<file path="config.mk">
export PLATFORM = sky130hd
export DESIGN_NAME = adc_frame_seq
export DESIGN_NICKNAME = d
export VERILOG_FILES = /design/src/rtl/adc_frame_seq.sv
export SDC_FILE = /design/constraint.sdc
export NUM_CORES = 1
export LEC_CHECK = 0
export ABC_AREA = 1
export BUFFER_PORTS_ARGS = -buffer_cell sky130_fd_sc_hd__buf_4
export CAP_MARGIN = 15
export CORE_MARGIN = 2
export CORE_UTILIZATION = 50
export CTS_CLUSTER_SIZE = 24
export DETAILED_ROUTE_END_ITERATION = 16
export GPL_ROUTABILITY_DRIVEN = 0
export HOLD_SLACK_MARGIN = 0.12
export PLACE_DENSITY_LB_ADDON = 0.05
export SYNTH_ARGS = -nofsm -noshare
export SYNTH_HDL_FRONTEND = slang
export SYNTH_SLANG_ARGS = --single-unit
export TNS_END_PERCENT = 50
</file>
<file path="constraint.sdc">
create_clock -name clk -period 2 [get_ports clk]
set_input_delay 0.3 -clock clk [delete_from_list [all_inputs] [get_ports clk]]
set_output_delay 0.3 -clock clk [all_outputs]
set_load 0.03 [all_outputs]
</file>
<file path="src/rtl/adc_frame_seq.sv">
module adc_frame_seq #(
  parameter int DIV        = 4,
  parameter int CONV_EDGES = 16,
  parameter int REG_EDGES  = 14
) (
  input  logic clk,
  input  logic rst_n,
  input  logic start_i,
  input  logic reg_wr_i,
  output logic conv_clk_o,
  output logic conv_start_n_o,
  output logic busy_o,
  output logic done_o,
  output logic overrun_o
);
  localparam int HALF = DIV / 2;
  localparam int HW   = (HALF > 1) ? $clog2(HALF) : 1;
  localparam int TW   = $clog2(2 * CONV_EDGES + 1);

  logic [HW-1:0] ph_q;
  logic [TW-1:0] tog_q;
  logic active_q, conv_q, pend_q, pend_conv_q;
  logic sclk_q, cnv_n_q, done_q, ovr_q;

  wire          req         = start_i | reg_wr_i;
  wire          ph_end      = (ph_q == HW'(HALF - 1));
  wire [TW-1:0] tog_nxt     = tog_q + 1'b1;
  wire [TW-1:0] last_tog    = conv_q ? TW'(2 * CONV_EDGES) : TW'(2 * REG_EDGES);
  wire          launch      = !active_q && (pend_q || req);
  wire          launch_conv = pend_q ? pend_conv_q : start_i;

  always_ff @(posedge clk) begin
    if (!rst_n) begin
      active_q    <= 1'b0;
      conv_q      <= 1'b0;
      pend_q      <= 1'b0;
      pend_conv_q <= 1'b0;
      sclk_q      <= 1'b0;
      cnv_n_q     <= 1'b1;
      done_q      <= 1'b0;
      ovr_q       <= 1'b0;
      ph_q        <= '0;
      tog_q       <= '0;
    end else begin
      done_q <= 1'b0;
      ovr_q  <= 1'b0;
      if (launch) begin
        active_q    <= 1'b1;
        conv_q      <= launch_conv;
        cnv_n_q     <= !launch_conv;
        sclk_q      <= 1'b0;
        ph_q        <= '0;
        tog_q       <= '0;
        pend_q      <= pend_q & req;
        pend_conv_q <= start_i;
      end else if (active_q) begin
        if (req) begin
          if (pend_q) ovr_q <= 1'b1;
          else begin
            pend_q      <= 1'b1;
            pend_conv_q <= start_i;
          end
        end
        if (ph_end) begin
          ph_q   <= '0;
          sclk_q <= !sclk_q;
          tog_q  <= tog_nxt;
          if (sclk_q) cnv_n_q <= 1'b1;
          if (tog_nxt == last_tog) begin
            active_q <= 1'b0;
            done_q   <= 1'b1;
          end
        end else begin
          ph_q <= ph_q + 1'b1;
        end
      end
    end
  end

  assign conv_clk_o     = sclk_q;
  assign conv_start_n_o = cnv_n_q;
  assign busy_o         = active_q;
  assign done_o         = done_q;
  assign overrun_o      = ovr_q;
endmodule

</file>
==> qor.csv, run 1 <==
stage,metric,value,unit
final_layout,antenna_cells,0,
route,wl_per_cell,9.96,um
power_and_ir_drop,switchingPower,0.000158,W
run,cap_violations,0,
yosys,synthDistinctLibCells,22,
cts,clk_path_buf_depth,2,
timing,finalSetupViolations,0,
global_routing,antenna_found_initial,0,
yosys,synth_top_area_share,0.383,
timing,fin_skew,0.00206,ns
global_routing,grt_usage,0.186,
timing,slew_headroom,0.788,
worst_setup_path,crit_fanout,5,
route,drc,0,
cts,clk_pin_slew,0.09,ns
yosys,ys_warn_count,0,
yosys,yosys.area.top_type,dfxtp_1,
route,wl,1400,um
timing,setup_slack,0.604,ns
cts,cts_tree,built,
power_and_ir_drop,internal_power,0.000415,W
worst_setup_path,crit_top_cell,nand2_1,
cts,ctsHoldBuffers,0,
cts,clk_latency,0.28,ns
die,die_x,43.6,um
global_routing,grt_pass1_wl,2680,um
die,pin_count,9,
cts,ctsResizeCount,0,
worst_setup_path,cpMaxStageDelayCell,dfxtp_1,
timing,rsz0062_at_grt,false,
power_and_ir_drop,p_clk_frac,0.310,
die,num_rows,14,
worst_setup_path,startpoint_type,flop,
die,die_y,43.6,um
worst_setup_path,crit_path_end_kind,flop,
final_layout,fillers,136,
worst_setup_path,crit_type,reg -> reg,
die,dieArea,1900,um2
global_routing,grt_overflow,0,
timing,worstMarginPinSlew,0.317,ns
power_and_ir_drop,ir_drop,0.445,mV
die,core_area,1490,um2
global_routing,grt_pass1_vias,673,
cts,ctsRootBufferMaster,clkbuf_4,
placed_design,place_ws,0.629,ns
yosys,synthArstFlopShare,0,
status,status,finished clean,
final_layout,multi_input_area,389,um2
power_and_ir_drop,switching_share,0.275,
worst_setup_path,critPathArrivalTime,1.63,ns
placed_design,portBuffers,8,
global_routing,grt_max_degree,11,
final_layout,layout-drive-gt1-share,0.185,
worst_setup_path,path_cells,ha_1 -> nand3_1 -> nand2_1 -> nand2_1 -> nor2_2 -> nand2_1 -> nand2_1 -> nand2_1 -> nor2_2,
placed_design,hpwlAfterDp,1070,um
cts,post_cts_buffers,0,
hold_path,worst_hold_path_type,in -> reg,
final_layout,layout.area.seq,300,um2
final_layout,syn_to_final_growth,12.1,%
timing,fin_crit_sh,0.698,
yosys,seq_area_frac_synth,0.383,
final_layout,finalNetCount,131,
yosys,synth_edf_count,0,
route,via_per_inst,5.14,
cts,cts_sinks,15,
power_and_ir_drop,powerDensity,652,nW/um2
die,initial_core_util,0.526,
yosys,synth_area,783,um2
timing,max_freq,0.716,GHz
yosys,synth-main-ff-cell,dfxtp_1,
yosys,syn_nets,119,
worst_setup_path,slowest_delay,0.47,ns
route,dr.pass1.iters,5,
route,drt_iter0_drc,19,
yosys,synth_area_per_cell,6.93,um2
timing,fin_crit,1.40,ns
yosys,synth_seq_cells,15,
timing,final.setup.tns,0,ns
power_and_ir_drop,pwr-share-comb,0.128,
power_and_ir_drop,pwr-share-seq,0.562,
cts,htree_num_levels,1,
worst_setup_path,required,2.23,ns
power_and_ir_drop,p_leak,0.412,nW
cts,cts_buffers,3,
yosys,synthCells,113,
yosys,synthTopCellsByArea,"dfxtp_1, nand2_1, inv_1, a21oi_1, o21ai_1",
timing,hold_viol,0,
route,vias,720,
route,drtAntennaViolNets,0,
timing,drv_slew,0,
worst_setup_path,reg2reg_slack,0.60,ns
==> registers in the layout, summed over array words and instances, names as in the netlist <==
| name | count |
|---|---|
| busy_o | 1 |
| conv_clk_o | 1 |
| conv_q | 1 |
| conv_start_n_o | 1 |
| done_o | 1 |
| overrun_o | 1 |
| pend_conv_q | 1 |
| pend_q | 1 |
| ph_end | 1 |
| tog_q | 6 |
==> final cells by class <==
cell class              count  share of cell area
flip-flops and latches     15               0.342
well taps                  16              0.0228
clock buffers               4              0.0299
multi-input cells          75               0.443
repair buffers              8              0.0684
inverters                  22              0.0940
==> worst paths after layout <==
| kind | endpoint | start | cells after the start |
|---|---|---|---|
| hold / removal | conv_start_n_o | rst_n | 2 |
| setup reg to reg | done_o | tog_q[0] | 9 |
| setup / recovery | done_o | tog_q[0] | 9 |
| hold reg to reg | conv_clk_o | conv_clk_o | 2 |
==> power by group through the flow <==
stage	sequential, W	combinational (W)	clock (W)
global placement	0.000328	0.0000725	0
detailed placement	0.000329	0.0000731	0
finish	0.000322	0.0000733	0.000178
floorplan	0.000335	0.0000429	0
CTS	0.000322	0.0000736	0.000179
global route	0.000324	0.0000857	0.000190
==> layer usage <==
layer / global-route usage / routed length, um
met5: 0 / 0
met4: 0.0545 / 14
met3: 0.0500 / 115
met2: 0.288 / 575
met1: 0.254 / 690
==> layout by cell type (no fill, tap or decap), types with 2 or more instances in the layout <==
| cell | n |
|---|---|
| nand2_1 | 24 |
| inv_1 | 17 |
| dfxtp_1 | 15 |
| a21oi_1 | 8 |
| nor2_1 | 8 |
| buf_4 | 8 |
| o21ai_1 | 6 |
| o21ai_0 | 5 |
| nand2_2 | 4 |
| nor2_2 | 4 |
| nand4_1 | 3 |
| inv_2 | 3 |
| nand3_1 | 3 |
| clkbuf_4 | 3 |
| nor3_1 | 2 |
| clkinv_1 | 2 |
| ha_1 | 2 |
==> Yosys cell counts (3+ instances only) <==
cell,number
inv_2,3
nand4_1,3
nor2_2,4
nand2_2,4
a21oi_1,8
o21ai_1,6
nor2_1,8
dfxtp_1,15
nand3_1,3
nand2_1,24
inv_1,17
o21ai_0,5
==> cell families (layout without fill, tap and decap cells) <==
logic type	after synthesis	count (layout)	synth area share
buffers and inverters	23	34	0.120
flip-flops	15	15	0.383
AND/OR/NAND/NOR	49	49	0.296
AO/OA/AOI/OAI	23	23	0.158
XOR/XNOR	1	1	0.0112
adder cells (fa/ha/maj)	2	2	0.0319
==> per-stage QoR <==
| step | util | area (um2) | hold WS (ns) | cells | total power (W) |
|---|---|---|---|---|---|
| after floorplan | - | 783 | 0.399 | 113 | 0.000378 |
| after global placement | 0.572 | 852 | 0.479 | 136 | 0.000401 |
| after detailed placement | 0.572 | 852 | 0.484 | 136 | 0.000402 |
| after CTS | 0.590 | 878 | 0.272 | 140 | 0.000575 |
| after global routing | 0.590 | 878 | 0.281 | 140 | 0.000600 |
| final | 0.590 | 878 | 0.266 | 140 | 0.000573 |
==> worst max-delay path, delay by kind of cell (launching register included) <==
family / cells / cell delay [ns]
adder cells (fa/ha/maj): 1 / 0.27
flip-flops: 1 / 0.47
AND/OR/NAND/NOR: 8 / 0.61
Power figures use the tool's default switching activity.
==> inputs of run 2 (changes only) <==
Settings changed: CORE_UTILIZATION 50 to 49.
Clock period 2 ns to 1.2 ns, I/O delays scaled along.
==> qor.csv, run 2 (synthesis results as in run 1) <==
stage,metric,value,unit
status,status,finished clean,
worst_setup_path,cpMaxStageDelayCell,dfxtp_2,
final_layout,layout-drive-gt1-share,0.260,
timing,fin_skew,0.000865,ns
global_routing,grt_overflow,0,
timing,worstMarginPinSlew,0.207,ns
final_layout,final_area,928,um2
power_and_ir_drop,ir_drop,0.655,mV
timing,max_freq,0.859,GHz
die,die_y,44.0,um
timing,rsz0062_at_grt,true,
power_and_ir_drop,switching_share,0.290,
run,cap_violations,0,
route,drc,0,
final_layout,largest_reg_flops,6,
power_and_ir_drop,p_leak,0.433,nW
global_routing,grt_usage,0.185,
final_layout,finalNetCount,134,
final_layout,syn_to_final_growth,18.5,%
hold_path,worst_hold_path_type,in -> reg,
worst_setup_path,startpoint_type,flop,
cts,htree_num_levels,1,
route,vias,714,
power_and_ir_drop,p_clk_frac,0.313,
global_routing,grt_pass1_vias,600,
power_and_ir_drop,powerDensity,1050,nW/um2
cts,ctsRootBufferMaster,clkbuf_4,
die,pin_count,9,
timing,slew_headroom,0.861,
die,num_rows,14,
route,via_per_inst,4.99,
final_layout,antenna_cells,0,
final_layout,regMostFlops,tog_q,
final_layout,final_util,0.616,
timing,setup_slack,0.0357,ns
worst_setup_path,crit_path_end_kind,flop,
final_layout,final_cell_mix,"nand2_1, inv_1, dfxtp_1, buf_4, nor2_1",
die,initial_core_util,0.520,
die,dieArea,1930,um2
worst_setup_path,cp_top_family,simple AND/OR/NAND/NOR gates,
global_routing,antenna_found_initial,0,
final_layout,fillers,139,
cts,post_cts_buffers,0,
worst_setup_path,slowest_delay,0.35,ns
cts,ctsHoldBuffers,0,
power_and_ir_drop,internal_power,0.000694,W
final_layout,multi_input_area,410,um2
power_and_ir_drop,total_power,0.000978,W
global_routing,grt_pass1_wl,2530,um
worst_setup_path,crit_top_cell,nand2_1,
placed_design,portBuffers,8,
power_and_ir_drop,pwr-share-seq,0.550,
route,drt_iter0_drc,16,
final_layout,layout.area.seq,305,um2
timing,finalSetupViolations,0,
cts,clk_path_buf_depth,2,
die,die_x,44.0,um
placed_design,hpwlAfterDp,1150,um
final_layout,final_common_cell,nand2_1,
timing,hold_viol,0,
power_and_ir_drop,switchingPower,0.000284,W
global_routing,grt_max_degree,11,
route,dr.pass1.iters,4,
cts,cts_tree,built,
worst_setup_path,crit_fanout,5,
cts,cts_sinks,15,
timing,fin_crit,1.16,ns
worst_setup_path,crit_type,reg -> reg,
die,core_area,1510,um2
worst_setup_path,path_cells,ha_4 -> inv_1 -> nand2_1 -> nand2_1 -> nand2_1 -> nand2_1 -> nand2_1 -> nor2_2 -> nand2_1 -> nor2_2,
route,wl,1520,um
timing,drv_slew,0,
power_and_ir_drop,pwr-share-comb,0.137,
route,wl_per_cell,10.6,um
worst_setup_path,required,1.45,ns
worst_setup_path,critPathArrivalTime,1.41,ns
cts,clk_latency,0.29,ns
cts,clk_pin_slew,0.09,ns
placed_design,place_ws,0.00246,ns
worst_setup_path,cp.buffers_inverters,1,
route,drtAntennaViolNets,0,
cts,cts_buffers,3,
timing,fin_crit_sh,0.970,
placed_design,place_area,881,um2
## run 2: changes by cell type in the layout (fill, tap and decap cells not counted), sizes merged
cell    previous run  this run
buf                8        11
clkinv             2         3
clkbuf             4         3
## run 2: area by class of cell
class                           instances  area share
Clock buffer                            3      0.0243
Timing Repair Buffer                   11      0.0889
Inverter                               22      0.0889
Sequential cell                        15       0.329
Multi-Input combinational cell         75       0.442
Tap cell                               16      0.0216
Clock inverter                          1     0.00539
## run 2: routing by layer
metal | vias to the layer above | part of all wire | track usage
met5 | - | 0 | 0
met4 | 0 | 0.029 | 0.127
met3 | 5 | 0.033 | 0.0542
met2 | 12 | 0.43 | 0.265
met1 | 311 | 0.51 | 0.237
li1 | 386 | - | -
## run 2: power by group through the flow
| stage | clock [W] | sequential (W) | combinational, W |
|---|---|---|---|
| 5_1_grt | 0.000335 | 0.000540 | 0.000151 |
| 2_1_floorplan | 0 | 0.000559 | 0.0000715 |
| 6_report | 0.000306 | 0.000538 | 0.000134 |
| 3_3_place_gp | 0 | 0.000548 | 0.000127 |
| 3_5_place_dp | 0 | 0.000548 | 0.000129 |
| 4_1_cts | 0.000315 | 0.000537 | 0.000130 |
## run 2: final timing paths
kind | from | to | slack (ns) | cells after the start
max | tog_q[1] | done_o | 0.04 | 10
min | rst_n | conv_start_n_o | 0.14 | 2
max reg2reg | tog_q[1] | done_o | 0.04 | 10
min reg2reg | conv_clk_o | conv_clk_o | 0.49 | 2
## run 2: what timing repair did
action / CTS / global route
setup endpoints to repair: 2 / 6
gates resized for setup: 2 / 3
pin swaps: 0 / 0
endpoints found under the hold margin: 0 / 0
## run 2: stage by stage
step | instances | TNS, ns | hold slack, ns
CTS | 143 | 0 | 0.137
finish | 143 | 0 | 0.144
global route | 143 | -0.0957 | 0.141
detailed placement | 139 | 0 | 0.443
global placement | 139 | 0 | 0.448
floorplan | 113 | 0 | 0.279
